## src/rtl/spi_irq_pkg.sv

```systemverilog
`timescale 1ns/1ps
package spi_irq_pkg;
  localparam int IRQ_W    = 7;
  localparam int RXOVF_B  = 0;
  localparam int MFAIL_B  = 1;
  localparam int TXLOW_B  = 2;
  localparam int TXFULL_B = 3;
  localparam int RXHIGH_B = 4;
  localparam int RXFULL_B = 5;
  localparam int TXUND_B  = 6;

  typedef enum logic [2:0] {
    ADDR_STATUS  = 3'd0,
    ADDR_ENABLE  = 3'd1,
    ADDR_DISABLE = 3'd2,
    ADDR_MASK    = 3'd3,
    ADDR_TX_THR  = 3'd4,
    ADDR_RX_THR  = 3'd5
  } reg_addr_e;
endpackage

```

## src/rtl/spi_irq_sticky.sv

```systemverilog
`timescale 1ns/1ps
module spi_irq_sticky #(
  parameter int N = 3
) (
  input  logic         clk_i,
  input  logic         rst_ni,
  input  logic [N-1:0] set_i,
  input  logic [N-1:0] clr_i,
  output logic [N-1:0] q_o
);
  // set after clear: an event beats a simultaneous software clear
  always_ff @(posedge clk_i or negedge rst_ni) begin
    if (!rst_ni) q_o <= '0;
    else         q_o <= (q_o & ~clr_i) | set_i;
  end

  for (genvar k = 0; k < N; k++) begin : g_chk
    assert_event_wins_R4: assert property (@(posedge clk_i) disable iff (!rst_ni)
      set_i[k] |=> q_o[k]);
    assert_hold_R2: assert property (@(posedge clk_i) disable iff (!rst_ni)
      (q_o[k] && !clr_i[k]) |=> q_o[k]);
    assert_w1c_R3: assert property (@(posedge clk_i) disable iff (!rst_ni)
      (clr_i[k] && !set_i[k]) |=> !q_o[k]);
  end
endmodule

```

## src/rtl/spi_irq_level.sv

```systemverilog
`timescale 1ns/1ps
module spi_irq_level
  import spi_irq_pkg::*;
#(
  parameter int CNT_W = 8
) (
  input  logic [CNT_W-1:0] tx_count_i,
  input  logic [CNT_W-1:0] rx_count_i,
  input  logic [CNT_W-1:0] tx_thr_i,
  input  logic [CNT_W-1:0] rx_thr_i,
  input  logic             tx_full_i,
  input  logic             rx_full_i,
  output logic [IRQ_W-1:0] level_o
);
  always_comb begin
    level_o           = '0;
    level_o[TXLOW_B]  = tx_count_i < tx_thr_i;
    level_o[TXFULL_B] = tx_full_i;
    level_o[RXHIGH_B] = rx_count_i >= rx_thr_i;
    level_o[RXFULL_B] = rx_full_i;
  end
endmodule

```

## src/rtl/spi_irq_thresh.sv

```systemverilog
`timescale 1ns/1ps
module spi_irq_thresh
  import spi_irq_pkg::*;
#(
  parameter int CNT_W  = 8,
  parameter int DATA_W = 8
) (
  input  logic              clk_i,
  input  logic              rst_ni,
  input  logic              we_i,
  input  logic [2:0]        addr_i,
  input  logic [DATA_W-1:0] wdata_i,
  output logic [CNT_W-1:0]  tx_thr_o,
  output logic [CNT_W-1:0]  rx_thr_o
);
  always_ff @(posedge clk_i or negedge rst_ni) begin
    if (!rst_ni) begin
      tx_thr_o <= CNT_W'(1);
      rx_thr_o <= CNT_W'(1);
    end else if (we_i) begin
      if (addr_i == ADDR_TX_THR) tx_thr_o <= wdata_i[CNT_W-1:0];
      if (addr_i == ADDR_RX_THR) rx_thr_o <= wdata_i[CNT_W-1:0];
    end
  end

  assert_tx_thr_load_R10: assert property (@(posedge clk_i) disable iff (!rst_ni)
    (we_i && addr_i == ADDR_TX_THR) |=> tx_thr_o == $past(wdata_i[CNT_W-1:0]));
  assert_rx_thr_load_R10: assert property (@(posedge clk_i) disable iff (!rst_ni)
    (we_i && addr_i == ADDR_RX_THR) |=> rx_thr_o == $past(wdata_i[CNT_W-1:0]));
endmodule

```

## src/rtl/spi_irq_mask.sv

```systemverilog
`timescale 1ns/1ps
module spi_irq_mask #(
  parameter int W = 7
) (
  input  logic         clk_i,
  input  logic         rst_ni,
  input  logic         set_we_i,
  input  logic         clr_we_i,
  input  logic [W-1:0] bits_i,
  output logic [W-1:0] mask_o
);
  always_ff @(posedge clk_i or negedge rst_ni) begin
    if (!rst_ni)       mask_o <= '0;
    else if (set_we_i) mask_o <= mask_o | bits_i;
    else if (clr_we_i) mask_o <= mask_o & ~bits_i;
  end

  for (genvar k = 0; k < W; k++) begin : g_chk
    assert_enable_sets_R7: assert property (@(posedge clk_i) disable iff (!rst_ni)
      (set_we_i && bits_i[k]) |=> mask_o[k]);
    assert_disable_clears_R7: assert property (@(posedge clk_i) disable iff (!rst_ni)
      (clr_we_i && !set_we_i && bits_i[k]) |=> !mask_o[k]);
    assert_mask_stable_R7: assert property (@(posedge clk_i) disable iff (!rst_ni)
      (!set_we_i && !clr_we_i) |=> $stable(mask_o[k]));
  end
endmodule

```

## src/rtl/spi_irq_ctrl.sv

```systemverilog
`timescale 1ns/1ps
module spi_irq_ctrl
  import spi_irq_pkg::*;
#(
  parameter int CNT_W  = 8,
  parameter int DATA_W = 8
) (
  input  logic              clk_i,
  input  logic              rst_ni,
  input  logic [CNT_W-1:0]  tx_count_i,
  input  logic [CNT_W-1:0]  rx_count_i,
  input  logic              tx_full_i,
  input  logic              rx_full_i,
  input  logic              tx_underflow_i,
  input  logic              rx_overflow_i,
  input  logic              mode_fail_i,
  input  logic              reg_we_i,
  input  logic [2:0]        reg_addr_i,
  input  logic [DATA_W-1:0] reg_wdata_i,
  output logic [DATA_W-1:0] reg_rdata_o,
  output logic              irq_o
);
  localparam int NSTICKY = 3;

  logic [IRQ_W-1:0]   wbits, level, status, mask;
  logic [NSTICKY-1:0] sticky_set, sticky_clr, sticky_q;
  logic [CNT_W-1:0]   tx_thr, rx_thr;
  logic               wr_status;

  assign wbits     = reg_wdata_i[IRQ_W-1:0];
  assign wr_status = reg_we_i && (reg_addr_i == ADDR_STATUS);

  // sticky slot order: overflow, mode fail, underflow
  assign sticky_set = {tx_underflow_i, mode_fail_i, rx_overflow_i};
  assign sticky_clr = wr_status ? {wbits[TXUND_B], wbits[MFAIL_B], wbits[RXOVF_B]}
                                : '0;

  spi_irq_sticky #(.N(NSTICKY)) u_sticky (
    .clk_i, .rst_ni, .set_i(sticky_set), .clr_i(sticky_clr), .q_o(sticky_q)
  );

  spi_irq_thresh #(.CNT_W(CNT_W), .DATA_W(DATA_W)) u_thresh (
    .clk_i, .rst_ni, .we_i(reg_we_i), .addr_i(reg_addr_i), .wdata_i(reg_wdata_i),
    .tx_thr_o(tx_thr), .rx_thr_o(rx_thr)
  );

  spi_irq_level #(.CNT_W(CNT_W)) u_level (
    .tx_count_i, .rx_count_i, .tx_thr_i(tx_thr), .rx_thr_i(rx_thr),
    .tx_full_i, .rx_full_i, .level_o(level)
  );

  spi_irq_mask #(.W(IRQ_W)) u_mask (
    .clk_i, .rst_ni,
    .set_we_i(reg_we_i && reg_addr_i == ADDR_ENABLE),
    .clr_we_i(reg_we_i && reg_addr_i == ADDR_DISABLE),
    .bits_i(wbits), .mask_o(mask)
  );

  always_comb begin
    status          = level;
    status[RXOVF_B] = sticky_q[0];
    status[MFAIL_B] = sticky_q[1];
    status[TXUND_B] = sticky_q[2];
  end

  assign irq_o = |(mask & status);

  always_comb begin
    reg_rdata_o = '0;
    case (reg_addr_i)
      ADDR_STATUS: reg_rdata_o[IRQ_W-1:0] = status;
      ADDR_MASK:   reg_rdata_o[IRQ_W-1:0] = mask;
      ADDR_TX_THR: reg_rdata_o[CNT_W-1:0] = tx_thr;
      ADDR_RX_THR: reg_rdata_o[CNT_W-1:0] = rx_thr;
      default:     reg_rdata_o = '0;
    endcase
  end

  assert_rx_full_flag_R5: assert property (@(posedge clk_i) disable iff (!rst_ni)
    status[RXFULL_B] == rx_full_i);
  assert_tx_full_flag_R5: assert property (@(posedge clk_i) disable iff (!rst_ni)
    status[TXFULL_B] == tx_full_i);
  assert_masked_quiet_R8: assert property (@(posedge clk_i) disable iff (!rst_ni)
    (mask == '0) |-> !irq_o);
  assert_event_visible_R2: assert property (@(posedge clk_i) disable iff (!rst_ni)
    rx_overflow_i |=> reg_addr_i != ADDR_STATUS || reg_rdata_o[RXOVF_B]);
endmodule

```

## config.mk

```make
export PLATFORM = sky130hd
export DESIGN_NAME = spi_irq_ctrl
export DESIGN_NICKNAME = d
export VERILOG_FILES = /design/src/rtl/spi_irq_pkg.sv /design/src/rtl/spi_irq_sticky.sv /design/src/rtl/spi_irq_level.sv /design/src/rtl/spi_irq_thresh.sv /design/src/rtl/spi_irq_mask.sv /design/src/rtl/spi_irq_ctrl.sv
export SDC_FILE = /design/constraint.sdc
export NUM_CORES = 1
export LEC_CHECK = 0
export ABC_AREA = 1
export BUFFER_PORTS_ARGS = -buffer_cell sky130_fd_sc_hd__buf_2
export CAP_MARGIN = 40
export CELL_PAD_IN_SITES_DETAIL_PLACEMENT = 0
export CELL_PAD_IN_SITES_GLOBAL_PLACEMENT = 1
export CORE_MARGIN = 1
export CORE_UTILIZATION = 38
export CTS_CLUSTER_SIZE = 14
export DETAILED_ROUTE_END_ITERATION = 10
export GPL_TIMING_DRIVEN = 1
export PLACE_DENSITY_LB_ADDON = 0.3
export SLEW_MARGIN = 10
export SYNTH_ARGS = -nofsm -noshare
export SYNTH_HDL_FRONTEND = slang
export SYNTH_SLANG_ARGS = --single-unit
export TNS_END_PERCENT = 100
```

## constraint.sdc

```tcl
create_clock -name clk_i -period 2.2 [get_ports clk_i]
set_clock_uncertainty 0.1 [all_clocks]
set_input_delay 0.66 -clock clk_i [delete_from_list [all_inputs] [get_ports clk_i]]
set_output_delay 0.66 -clock clk_i [all_outputs]
set_load 0.01 [all_outputs]
```

==> results of run 1 <==
-- final timing paths --
kind / cells past startpoint / to / slack, ns / startpoint
max reg2reg: 3 / u_thresh.rx_thr_o[0]$_DFFE_PN1P_ / 1.24 / u_thresh.rx_thr_o[0]$_DFFE_PN1P_
max in group asynchronous: 1 / u_thresh.rx_thr_o[6]$_DFFE_PN0P_ / 1.33 / rst_ni
max: 11 / irq_o / -0.21 / rx_count_i[2]
min reg2reg: 2 / u_thresh.tx_thr_o[0]$_DFFE_PN1P_ / 0.40 / u_thresh.tx_thr_o[0]$_DFFE_PN1P_
min: 1 / u_sticky.q_o[0]$_DFF_PN0_ / 0.28 / rst_ni
min in group clk_i: 2 / u_thresh.tx_thr_o[0]$_DFFE_PN1P_ / 0.40 / u_thresh.tx_thr_o[0]$_DFFE_PN1P_
-- worst register-to-register path: stages, from the launching register on --
cell and delay [ns]:
dfstp_2 0.56, buf_4 0.11, nand2_1 0.06, o21ai_2 0.06
-- final cells by class --
cell class                 instances  area, sq um  area share (%)
multi-input combinational        148         1170            46.1
inverter                          40          158            6.21
tap                               50         62.6            2.47
sequential                        26          653            25.7
clock buffer                       4         45.0            1.78
timing repair buffer              62          450            17.8
-- Yosys cell counts (3+ instances only) --
| cell | instances |
|---|---|
| nand3_1 | 5 |
| o22ai_1 | 5 |
| ha_1 | 15 |
| nand2_1 | 53 |
| o21ai_2 | 8 |
| inv_1 | 37 |
| nor2_1 | 6 |
| o21ai_0 | 17 |
| a21oi_1 | 11 |
| dfrtp_1 | 24 |
| nor2_2 | 3 |
| o21ai_1 | 10 |
| nand2_2 | 4 |
-- routing by layer --
layer  GRT usage, %  share of wire [%]  wire length (um)  vias up
met1           26.6                 48              2180      768
li1               -                  -                 -      831
met5              0                  0                 0        -
met2           35.7                 48              2180       28
met4           2.55               0.49                22        0
met3           3.78                2.8               128        2
-- power groups by stage --
stage,clock network [mW],logic [mW],registers (mW)
6_report,0.280,0.674,0.620
5_1_grt,0.303,0.755,0.628
4_1_cts,0.281,0.601,0.617
3_5_place_dp,0,0.448,0.623
3_3_place_gp,0,0.443,0.620
2_1_floorplan,0,0.294,0.610
-- metrics by stage --
stage / cell area, sq um / utilization [%] / cells / hold slack, ns
after floorplan: 1700 / - / 216 / 0.264
after global placement: 2030 / 48.9 / 317 / 0.366
after detailed placement: 2030 / 48.9 / 317 / 0.371
after CTS: 2410 / 58.3 / 324 / 0.299
after global routing: 2540 / 61.2 / 330 / 0.326
final: 2540 / 61.2 / 330 / 0.277
-- placed cells by master, fill, tap and decap left out, drive strengths merged, types with 2 or more instances in the layout --
| cell | netlist | layout |
|---|---|---|
| a21oi | 11 | 11 |
| buf | 2 | 61 |
| clkbuf | 0 | 5 |
| dfrtp | 24 | 24 |
| dfstp | 2 | 2 |
| ha | 15 | 15 |
| inv | 39 | 40 |
| nand2 | 59 | 59 |
| nand3 | 5 | 5 |
| nor2 | 9 | 9 |
| o21ai | 35 | 35 |
| o21bai | 2 | 2 |
| o22ai | 5 | 5 |
-- repair_timing --
item,4_1_cts,5_1_grt
pin swaps,32,22
setup buffers,3,6
hold endpoints to repair,0,0
setup endpoints to repair,9,9
gates resized for setup,58,25
-- cell families (layout without fill, tap and decap cells) --
logic type	Yosys count	in the layout	share of synthesized area (%)
AND/OR/NAND/NOR	76	76	20.0
buffers and inverters	42	106	10.3
AO/OA/AOI/OAI	57	57	20.0
flip-flops	26	26	38.6
adder cells (fa/ha/maj)	15	15	11.1
==> impl_results.rst, run 1 <==
.. list-table::
   :header-rows: 1

   * - Metric
     - Value
   * - Antenna violations before repair
     - 0
   * - WS Path Type
     - in -> out
   * - Least-Margin Pin Slew
     - 0.589 ns
   * - Fill cells
     - 385
   * - P_int
     - 1.03 mW
   * - Number of synthesized flops with an enable pin
     - 0
   * - CTS tree
     - done
   * - Number of hold buffers added after cts
     - 0
   * - Cell at the root of the clock tree
     - clkbuf_8
   * - Final worst setup slack
     - -0.208 ns
   * - Share of flip-flops with an asynchronous set or reset
     - 100%
   * - Post-synthesis cell count
     - about 220
   * - Clock latency on the worst-skew pair
     - around 0.27 ns
   * - Post-synth top area cell
     - dfrtp_1
   * - Global-route usage over all layers
     - 20.3%
   * - Total leakage power
     - 1.27 nW
   * - Switching Power
     - between 0.5 and 0.6 mW
   * - Gr ovfl total
     - 0
   * - Slew headroom
     - around 61%
   * - Arrival time of the worst setup path
     - around 1.7 ns
   * - Drt via density
     - 4.94
   * - Power density relative to cell area
     - 620 nW/um^2
   * - Ratio of cells with drive above 1 in the final layout
     - 50.4%
   * - Switching share of power
     - 34.8%
   * - Count of unique library cells instantiated by Yosys
     - 26
   * - Share of total power in combinational logic
     - a little over two fifths
   * - TritonRoute pass-1 iters
     - 4
   * - Min-Delay Path Class
     - in -> async
   * - Area growth from synthesis to layout
     - 50.0%
   * - Die area
     - 4720 sq um
   * - Time the worst path needs with I/O delays and setup
     - 2.41 ns
   * - Portion of total power attributed to the clock network
     - approximately 18%
   * - Delay-heaviest family, CP
     - simple AND/OR/NAND/NOR gates
   * - Post-CTS clock slew at the launch and capture registers of the worst setup and hold paths
     - 0.09 ns
   * - Nets
     - 331
   * - Startpoint type of the worst setup path
     - primary input
   * - Hold violation total from the final report
     - 0
   * - Crit path max fanout
     - 2
   * - Total via count in the routed design
     - approximately 1600
   * - Critical Path End Type
     - output pin
   * - Endpoint required time on the critical path
     - 1.44 ns
   * - Number of endpoints failing setup at the final stage
     - 6
   * - Wire length of the first global-routing pass
     - ~7 mm
   * - Leading post-synthesis cells by cell area
     - dfrtp_1 36%, nand2_1 12%, ha_1 11%, inv_1 8.2%, o21ai_0 5.0%
   * - Cell-by-cell listing of the critical path
     - buf_2, ha_4, nand2_2, inv_2, nand2_1, nand2_1, nand2_1, nand3_2, nand2_2, nand3_2, buf_6
   * - Cell area after synthesis
     - between 1500 and 2000 sq um
   * - Number of register bits inferred by synthesis
     - 26
   * - Width of the die
     - 68.7 um
   * - Placer's final routability congestion estimate
     - 0.779
   * - Power share of the sequential group
     - 39.4%
   * - Iteration-0 DRC Markers
     - 81
   * - Num rows
     - 23
   * - Fraction of the cycle the final worst path needs
     - 109%
   * - Average wire length per cell after detail routing
     - 13.7 um
   * - Count of buffering cells on the critical path with inverters included
     - 3
   * - Failing checks
     - negative setup slack
   * - Total wire length
     - approximately 4.5 mm
   * - Number of sinks driven by the clock tree
     - 26
   * - Final HPWL DP
     - 3.20 mm
   * - IO Port Bufs
     - between 40 and 50
   * - Syn_area_per_cell
     - 7.83 sq um
   * - Setup repair after global routing missed its margin
     - true
   * - Crit path largest cell delay
     - 0.23 ns
   * - Diodes inserted
     - 0
   * - Clock buffers created by TritonCTS
     - 3
   * - Maximum Capacitance Violations
     - 0
   * - Post-synth top area share
     - 35.5%
   * - Cell repeated most along the worst path
     - nand2_1
   * - Pin count of the biggest net entering global routing
     - 27
   * - Slowest cell on the critical path
     - ha_4
   * - Post-route total power
     - ~1.6 mW
   * - Warnings, synthesis
     - 0
   * - Setup total negative slack
     - -0.542 ns
   * - Most used DFF post-synth
     - dfrtp_1
   * - Core region area
     - 4140 sq um
   * - Number of nets produced by synthesis
     - 266
   * - Status
     - finished with violations
   * - Sequential element share of the synthesized area
     - 38.6%
   * - Io pins
     - 44
   * - Final slew viol count
     - 0
   * - Via count of the first global-routing pass
     - 1547
   * - Worst VDD drop
     - 0.558 mV
   * - Fmax
     - 415 MHz
   * - Longest Clk Path Bufs
     - 2
   * - Worst Setup Slack post-DPL
     - -0.332 ns
   * - ANT nets after route
     - 0
   * - # DRC
     - 0
   * - Number of H-tree branching levels
     - 1
   * - Die Height
     - 68.7 um
   * - Starting Density
     - 40.8%
(Power assumes the default switching activity.)
==> run 2: changes to the inputs <==
--- a/config.mk
+++ b/config.mk
@@ -11,7 +11,7 @@
 export CELL_PAD_IN_SITES_DETAIL_PLACEMENT = 0
 export CELL_PAD_IN_SITES_GLOBAL_PLACEMENT = 1
 export CORE_MARGIN = 1
-export CORE_UTILIZATION = 38
+export CORE_UTILIZATION = 41
 export CTS_CLUSTER_SIZE = 14
 export DETAILED_ROUTE_END_ITERATION = 10
 export GPL_TIMING_DRIVEN = 1
==> constraint.sdc (replaced) <==
create_clock -name clk_i -period 3.1 [get_ports clk_i]
set_clock_uncertainty 0.1 [all_clocks]
set_input_delay 0.93 -clock clk_i [delete_from_list [all_inputs] [get_ports clk_i]]
set_output_delay 0.93 -clock clk_i [all_outputs]
set_load 0.01 [all_outputs]
==> run 2 against run 1 <==
The flow now finishes without violations. Combinational power down 55%. Global-route usage down 0.34 points. Die area down 7.1%. Clock power down 29%. Non-clock buffer count down 19. Critical endpoint unchanged. Highest routed layer unchanged.
==> impl_results.rst, run 2 (synthesis results as in run 1) <==
.. list-table::
   :header-rows: 1

   * - Metric
     - Value
   * - Final worst setup slack
     - 0.0807 ns (was -0.208 ns)
   * - Most used cells in the layout excluding fill and tap cells
     - 53 x nand2_1, 43 x buf_2, 37 x inv_1 (was 44 x nand2_1, 30 x buf_2, 24 x dfrtp_1)
   * - IO Port Bufs
     - 43 (unchanged)
   * - Setup total negative slack
     - 0 ns (was -0.542 ns)
   * - Post-Layout Cell Count
     - 309 (was 330)
   * - Post-route total power
     - 0.938 mW (was 1.57 mW)
   * - RR Startpoint
     - u_thresh.rx_thr_o[0]$_DFFE_PN1P_ (unchanged)
   * - Total wire length
     - 3.87 mm (was 4.52 mm)
   * - Most frequent standard cell in the layout excluding fill and tap cells
     - nand2_1 (unchanged)
   * - Final design instance area without fill
     - 2010 sq um (was 2540 sq um)
   * - Least-Margin Pin Slew
     - 0.578 ns (was 0.589 ns)
   * - Power density relative to cell area
     - 467 nW/um^2 (was 620 nW/um^2)
   * - Launch point of the worst hold path
     - u_thresh.tx_thr_o[0]$_DFFE_PN1P_
   * - Worst VDD drop
     - 0.304 mV (was 0.558 mV)
   * - Drt via density
     - 4.90 (was 4.94)
   * - Cell-by-cell listing of the critical path
     - buf_2, ha_1, nand2_1, nor2_2, nand4_1, nand3_1, nand2_1, nand3_1, buf_2 (was buf_2, ha_4, nand2_2, inv_2, nand2_1, nand2_1, nand2_1, nand3_2, nand2_2, nand3_2, buf_6)
   * - Width of the die
     - 66.2 um (was 68.7 um)
   * - ANT nets after route
     - 0 (unchanged)
   * - Endpoint required time on the critical path
     - 2.07 ns (was 1.44 ns)
   * - Worst Reg2Reg Path Length in Cells
     - 2 (was 3)
   * - Setup repair after global routing missed its margin
     - false (was true)
   * - Arrival time of the worst setup path
     - 1.99 ns (was 1.65 ns)
   * - Core region area
     - 3800 sq um (was 4140 sq um)
   * - Gr ovfl total
     - 0 (unchanged)
   * - Maximum Capacitance Violations
     - 0 (unchanged)
   * - Die Height
     - 66.2 um (was 68.7 um)
   * - Number of endpoints failing setup at the final stage
     - 0 (was 6)
   * - Die area
     - 4390 sq um (was 4720 sq um)
   * - Slowest cell on the critical path
     - ha_1 (was ha_4)
   * - Critical path origin
     - rx_count_i[7] (was rx_count_i[2])
   * - Register-to-Register Setup Slack
     - 2.25 ns (was 1.24 ns)
   * - Starting Density
     - 44.5% (was 40.8%)
   * - Hold EP
     - u_thresh.tx_thr_o[0]$_DFFE_PN1P_
   * - Diodes inserted
     - 0 (unchanged)
   * - Via count of the first global-routing pass
     - 1374 (was 1547)
   * - Cell depth of the worst min-delay path
     - 2
   * - Global-route usage over all layers
     - 20.0% (was 20.3%)
   * - Crit path largest cell delay
     - 0.28 ns (was 0.23 ns)
   * - Critical Path End Type
     - output pin (unchanged)
   * - Post-CTS clock slew at the launch and capture registers of the worst setup and hold paths
     - 0.09 ns (about the same)
   * - Pin count of the biggest net entering global routing
     - 27 (unchanged)
   * - Time the worst path needs with I/O delays and setup
     - 3.02 ns
   * - Wire length of the first global-routing pass
     - 6.37 mm (was 6.84 mm)
   * - R2R Path End
     - u_thresh.rx_thr_o[0]$_DFFE_PN1P_ (unchanged)
   * - Total via count in the routed design
     - 1514 (was 1629)
   * - Placer's final routability congestion estimate
     - 0.786 (was 0.779)
   * - Cell at the root of the clock tree
     - clkbuf_8 (unchanged)
   * - Clock latency on the worst-skew pair
     - 0.27 ns (about the same)
   * - Cell area after placement
     - 1940 sq um (was 2030 sq um)
   * - Number of hold buffers added after cts
     - 0 (unchanged)
   * - Antenna violations before repair
     - 0 (unchanged)
   * - Number of sinks driven by the clock tree
     - 26 (unchanged)
   * - Area growth from synthesis to layout
     - 18.7% (was 50.0%)
   * - Ratio of cells with drive above 1 in the final layout
     - 27.6% (was 50.4%)
   * - Startpoint type of the worst setup path
     - primary input (unchanged)
   * - Status
     - finished clean (was finished with violations)
   * - Hold violation total from the final report
     - 0 (unchanged)
   * - Num rows
     - 22 (was 23)
   * - TritonRoute pass-1 iters
     - 4 (unchanged)
   * - Final HPWL DP
     - 3.12 mm (was 3.20 mm)
   * - CTS tree
     - done (unchanged)
   * - Worst Setup Slack post-DPL
     - 0.0238 ns (was -0.332 ns)
   * - Fmax
     - ~330 MHz
   * - Iteration-0 DRC Markers
     - 53 (was 81)
   * - WS Path Type
     - in -> out (unchanged)
   * - Io pins
     - 44 (unchanged)
   * - Number of H-tree branching levels
     - 1 (unchanged)
   * - Total leakage power
     - 1.11 nW (was 1.27 nW)
   * - Longest Clk Path Bufs
     - 2 (unchanged)
   * - Fraction of the cycle the final worst path needs
     - a little over nine tenths
   * - Average wire length per cell after detail routing
     - 12.5 um (was 13.7 um)
   * - Crit path max fanout
     - 2 (unchanged)
   * - Number of placed instances with taps included
     - 305 (was 317)
   * - Min-Delay Path Class
     - reg -> reg (was in -> async)
   * - Clock buffers created by TritonCTS
     - 3 (unchanged)
   * - Nets
     - 312 (was 331)
   * - Slew headroom
     - 61.5% (was 60.8%)
   * - Final slew viol count
     - 0 (unchanged)
   * - # DRC
     - 0 (unchanged)
-- run 2: cell count changes in the layout (fill, tap and decap cells not counted), sizes merged --
cell / change
buf: -18
clkbuf: -1
inv: -1
clkinv: +1
-- run 2: layout make-up --
cell class / instances / area, sq um
Multi-Input combinational cell: 148 / 883
Inverter: 40 / 151
Sequential cell: 26 / 653
Fill cell: 385 / 1790
Tap cell: 48 / 60.1
Clock buffer: 4 / 45.0
Timing Repair Buffer: 43 / 215
-- run 2: how the worst max path moves through the flow --
stage	end	slack [ns]	depth (start not counted)
2_1_floorplan	irq_o	0.34	7
3_3_place_gp	irq_o	0.01	9
3_5_place_dp	irq_o	0.02	9
4_1_cts	irq_o	0.01	9
5_1_grt	reg_rdata_o[4]	0.009	9
6_report	irq_o	0.08	9
-- run 2: routing by layer --
layer	track usage [%]	share of wire [%]
met4	5.59	1.1
met3	2.41	3.6
met5	0	0
met2	33.3	47
met1	27.1	48
-- run 2: what timing repair did --
action / 4_1_cts / 5_1_grt
buffers inserted: 0 / 0
setup endpoints to repair: 0 / 2
hold endpoints to repair: 0 / 0
gates resized for setup: 0 / 3
-- run 2: per-stage QoR --
step                utilization, %  hold slack, ns
floorplan                        -           0.355
global placement              51.2           0.365
detailed placement            51.2           0.369
CTS                           52.4           0.390
global route                  52.9           0.407
finish                        52.9           0.386
-- run 2: worst max-delay path, delay by kind of cell --
| family | cells | cell delay (ns) |
|---|---|---|
| buffers and inverters | 2 | 0.22 |
| and+or+nand+nor | 6 | 0.56 |
| adders and majority gates | 1 | 0.28 |
-- run 2: report_power, final --
| group | leakage, nW | switching (mW) | internal (mW) | total [mW] |
|---|---|---|---|---|
| sequential | 0.313 | 0.0374 | 0.400 | 0.437 |
| combinational | 0.773 | 0.173 | 0.129 | 0.302 |
| clock | 0.0228 | 0.108 | 0.0921 | 0.200 |
==> run 3: changes to the inputs <==
--- a/config.mk
+++ b/config.mk
@@ -10,6 +10,7 @@
 export CAP_MARGIN = 40
 export CELL_PAD_IN_SITES_DETAIL_PLACEMENT = 0
 export CELL_PAD_IN_SITES_GLOBAL_PLACEMENT = 1
+export CORE_ASPECT_RATIO = 2
 export CORE_MARGIN = 1
 export CORE_UTILIZATION = 41
 export CTS_CLUSTER_SIZE = 14
==> run 3 against run 2 <==
Via count decreased by 2.9%. Hold slack gained 0.0027 ns. Critical path depth is the same. Clock-buffer cell count unchanged. Sequential power hardly changed. Core utilization fell by 1.0 points. Routed wire length is 3.6% lower. Critical path type unchanged. Maximum frequency is essentially flat. Global-route usage is 0.075 points lower. Register-to-register slack worse by 0.02 ns. Final cell count increased by 0.97%.
==> impl_results.rst, run 3 (synthesis results as in run 1) <==
.. list-table::
   :header-rows: 1

   * - Metric
     - Value
   * - Least-Margin Pin Slew
     - 0.576 ns (was 0.578 ns)
   * - Final design instance area without fill
     - 2010 sq um (about the same)
   * - Die Height
     - 92.8 um (was 66.2 um)
   * - CTS tree
     - done (unchanged)
   * - Num rows
     - 32 (was 22)
   * - Clock buffers created by TritonCTS
     - 3 (unchanged)
   * - Starting Density
     - 43.6% (was 44.5%)
   * - Total leakage power
     - 1.11 nW (about the same)
   * - Worst Setup Slack post-DPL
     - -0.00152 ns (was 0.0238 ns)
   * - Portion of total power attributed to the clock network
     - 22.4% (was 21.3%)
   * - Post-Layout Cell Count
     - 312 (was 309)
   * - Diodes inserted
     - 0 (unchanged)
   * - Clock latency on the worst-skew pair
     - 0.26 ns (was 0.27 ns)
   * - Die area
     - 4400 sq um (was 4390 sq um)
   * - Post-route total power
     - 0.947 mW (was 0.938 mW)
   * - Gr ovfl total
     - 0 (unchanged)
   * - Total wire length
     - 3.73 mm (was 3.87 mm)
   * - Number of endpoints failing setup at the final stage
     - 0 (unchanged)
   * - Setup repair after global routing missed its margin
     - false (unchanged)
   * - Total via count in the routed design
     - 1470 (was 1514)
   * - Power share of the sequential group
     - 46.2% (was 46.6%)
   * - Endpoint required time on the critical path
     - 2.07 ns (about the same)
   * - Fmax
     - 331 MHz (about the same)
   * - Number of H-tree branching levels
     - 1 (unchanged)
   * - Number of hold buffers added after cts
     - 0 (unchanged)
   * - Number of placed instances with taps included
     - 308 (was 305)
   * - Width of the die
     - 47.4 um (was 66.2 um)
   * - Fill cells
     - 411 (was 385)
   * - Maximum Capacitance Violations
     - 0 (unchanged)
   * - Final design utilization
     - 51.8% (was 52.9%)
   * - Startpoint type of the worst setup path
     - primary input (unchanged)
   * - WS Path Type
     - in -> out (unchanged)
   * - Number of gates given a new drive strength after cts
     - 0 (unchanged)
   * - Critical Path End Type
     - output pin (unchanged)
   * - Average wire length per cell after detail routing
     - 12.0 um (was 12.5 um)
   * - Io pins
     - 44 (unchanged)
   * - Cell at the root of the clock tree
     - clkbuf_8 (unchanged)
   * - Cell area after placement
     - 1950 sq um (was 1940 sq um)
   * - Final slew viol count
     - 0 (unchanged)
   * - Via count of the first global-routing pass
     - 1498 (was 1374)
   * - Final worst setup slack
     - 0.0803 ns (was 0.0807 ns)
   * - Global-route usage over all layers
     - 19.9% (was 20.0%)
   * - Nets
     - 312 (unchanged)
   * - Post-CTS repair timing setup buffer count
     - 0 (unchanged)
   * - Fraction of the cycle the final worst path needs
     - 97.4% (about the same)
   * - Post-CTS clock slew at the launch and capture registers of the worst setup and hold paths
     - 0.08 ns (was 0.09 ns)
   * - Area growth from synthesis to layout
     - 19.0% (was 18.7%)
   * - Share of total power in combinational logic
     - 31.4% (was 32.2%)
   * - Placer's final routability congestion estimate
     - 0.763 (was 0.786)
   * - Most used cells in the layout excluding fill and tap cells
     - 53 x nand2_1, 43 x buf_2, 37 x inv_1 (unchanged)
   * - Drt via density
     - 4.71 (was 4.90)
   * - Most frequent standard cell in the layout excluding fill and tap cells
     - nand2_1 (unchanged)
   * - IO Port Bufs
     - 43 (unchanged)
   * - Iteration-0 DRC Markers
     - 36 (was 53)
   * - # DRC
     - 0 (unchanged)
   * - Wire length of the first global-routing pass
     - 6.33 mm (was 6.37 mm)
   * - Antenna violations before repair
     - 0 (unchanged)
   * - ANT nets after route
     - 0 (unchanged)
   * - Min-Delay Path Class
     - reg -> reg (unchanged)
   * - Final HPWL DP
     - 3.07 mm (was 3.12 mm)
   * - P_int
     - 0.641 mW (was 0.621 mW)
   * - Hold violation total from the final report
     - 0 (unchanged)
   * - Pin count of the biggest net entering global routing
     - 27 (unchanged)
   * - Status
     - finished clean (unchanged)
   * - Slew headroom
     - 61.6% (was 61.5%)
   * - Switching Power
     - 0.306 mW (was 0.318 mW)
   * - Time the worst path needs with I/O delays and setup
     - 3.02 ns (about the same)
   * - TritonRoute pass-1 iters
     - 4 (unchanged)
   * - Ratio of cells with drive above 1 in the final layout
     - 28.0% (was 27.6%)
   * - Arrival time of the worst setup path
     - 1.99 ns (about the same)
   * - Longest Clk Path Bufs
     - 2 (unchanged)
   * - Switching share of power
     - 32.3% (was 33.9%)
   * - Core region area
     - 3880 sq um (was 3800 sq um)
   * - Power density relative to cell area
     - 470 nW/um^2 (was 467 nW/um^2)
   * - Crit path max fanout
     - 2 (unchanged)
   * - Number of sinks driven by the clock tree
     - 26 (unchanged)
   * - Worst VDD drop
     - 0.371 mV (was 0.304 mV)
run 3: worst paths after layout:
| path | start | endpoint | slack (ns) | depth (start not counted) |
|---|---|---|---|---|
| min | u_thresh.rx_thr_o[3]$_DFFE_PN0P_ | u_thresh.rx_thr_o[3]$_DFFE_PN0P_ | 0.39 | 2 |
| max | rx_count_i[7] | irq_o | 0.08 | 9 |
| min reg2reg | u_thresh.rx_thr_o[3]$_DFFE_PN0P_ | u_thresh.rx_thr_o[3]$_DFFE_PN0P_ | 0.39 | 2 |
| min in group asynchronous | rst_ni | u_thresh.rx_thr_o[6]$_DFFE_PN0P_ | 0.55 | 1 |
| max in group asynchronous | rst_ni | u_thresh.rx_thr_o[0]$_DFFE_PN1P_ | 1.96 | 1 |
| max reg2reg | u_thresh.tx_thr_o[0]$_DFFE_PN1P_ | u_thresh.tx_thr_o[0]$_DFFE_PN1P_ | 2.23 | 2 |
run 3: per-stage QoR:
step / TNS [ns] / hold slack (ns)
floorplan: 0 / 0.355
global placement: 0 / 0.368
detailed placement: -0.00152 / 0.370
CTS: 0 / 0.392
global route: 0 / 0.420
finish: 0 / 0.388
run 3: worst max-delay path, cell delays in order:
cell and delay, ns:
buf_2 0.10, ha_1 0.28, nand2_1 0.08, nor2_2 0.14, nand4_1 0.10, nand3_1 0.11
nand2_1 0.05, nand3_1 0.06, buf_2 0.13
run 3: per-layer routing:
metal	routed length (um)	GRT usage, %
met2	2080	36.8
met4	36	5.71
met3	99	1.17
met1	1520	22.6
met5	0	0
run 3: power groups by stage:
stage | logic, mW | clock network [mW] | registers, mW
floorplan | 0.206 | 0 | 0.433
global placement | 0.290 | 0 | 0.442
detailed placement | 0.297 | 0 | 0.444
CTS | 0.298 | 0.219 | 0.438
global route | 0.349 | 0.231 | 0.447
finish | 0.297 | 0.212 | 0.437
run 3: final cells by class:
cell class,count,area (sq um),share of cell area [%]
Timing Repair Buffer,43,215,10.7
Sequential cell,26,653,32.4
Tap cell,51,63.8,3.17
Inverter,40,151,7.52
Multi-Input combinational cell,148,875,43.4
Clock buffer,4,55.1,2.73
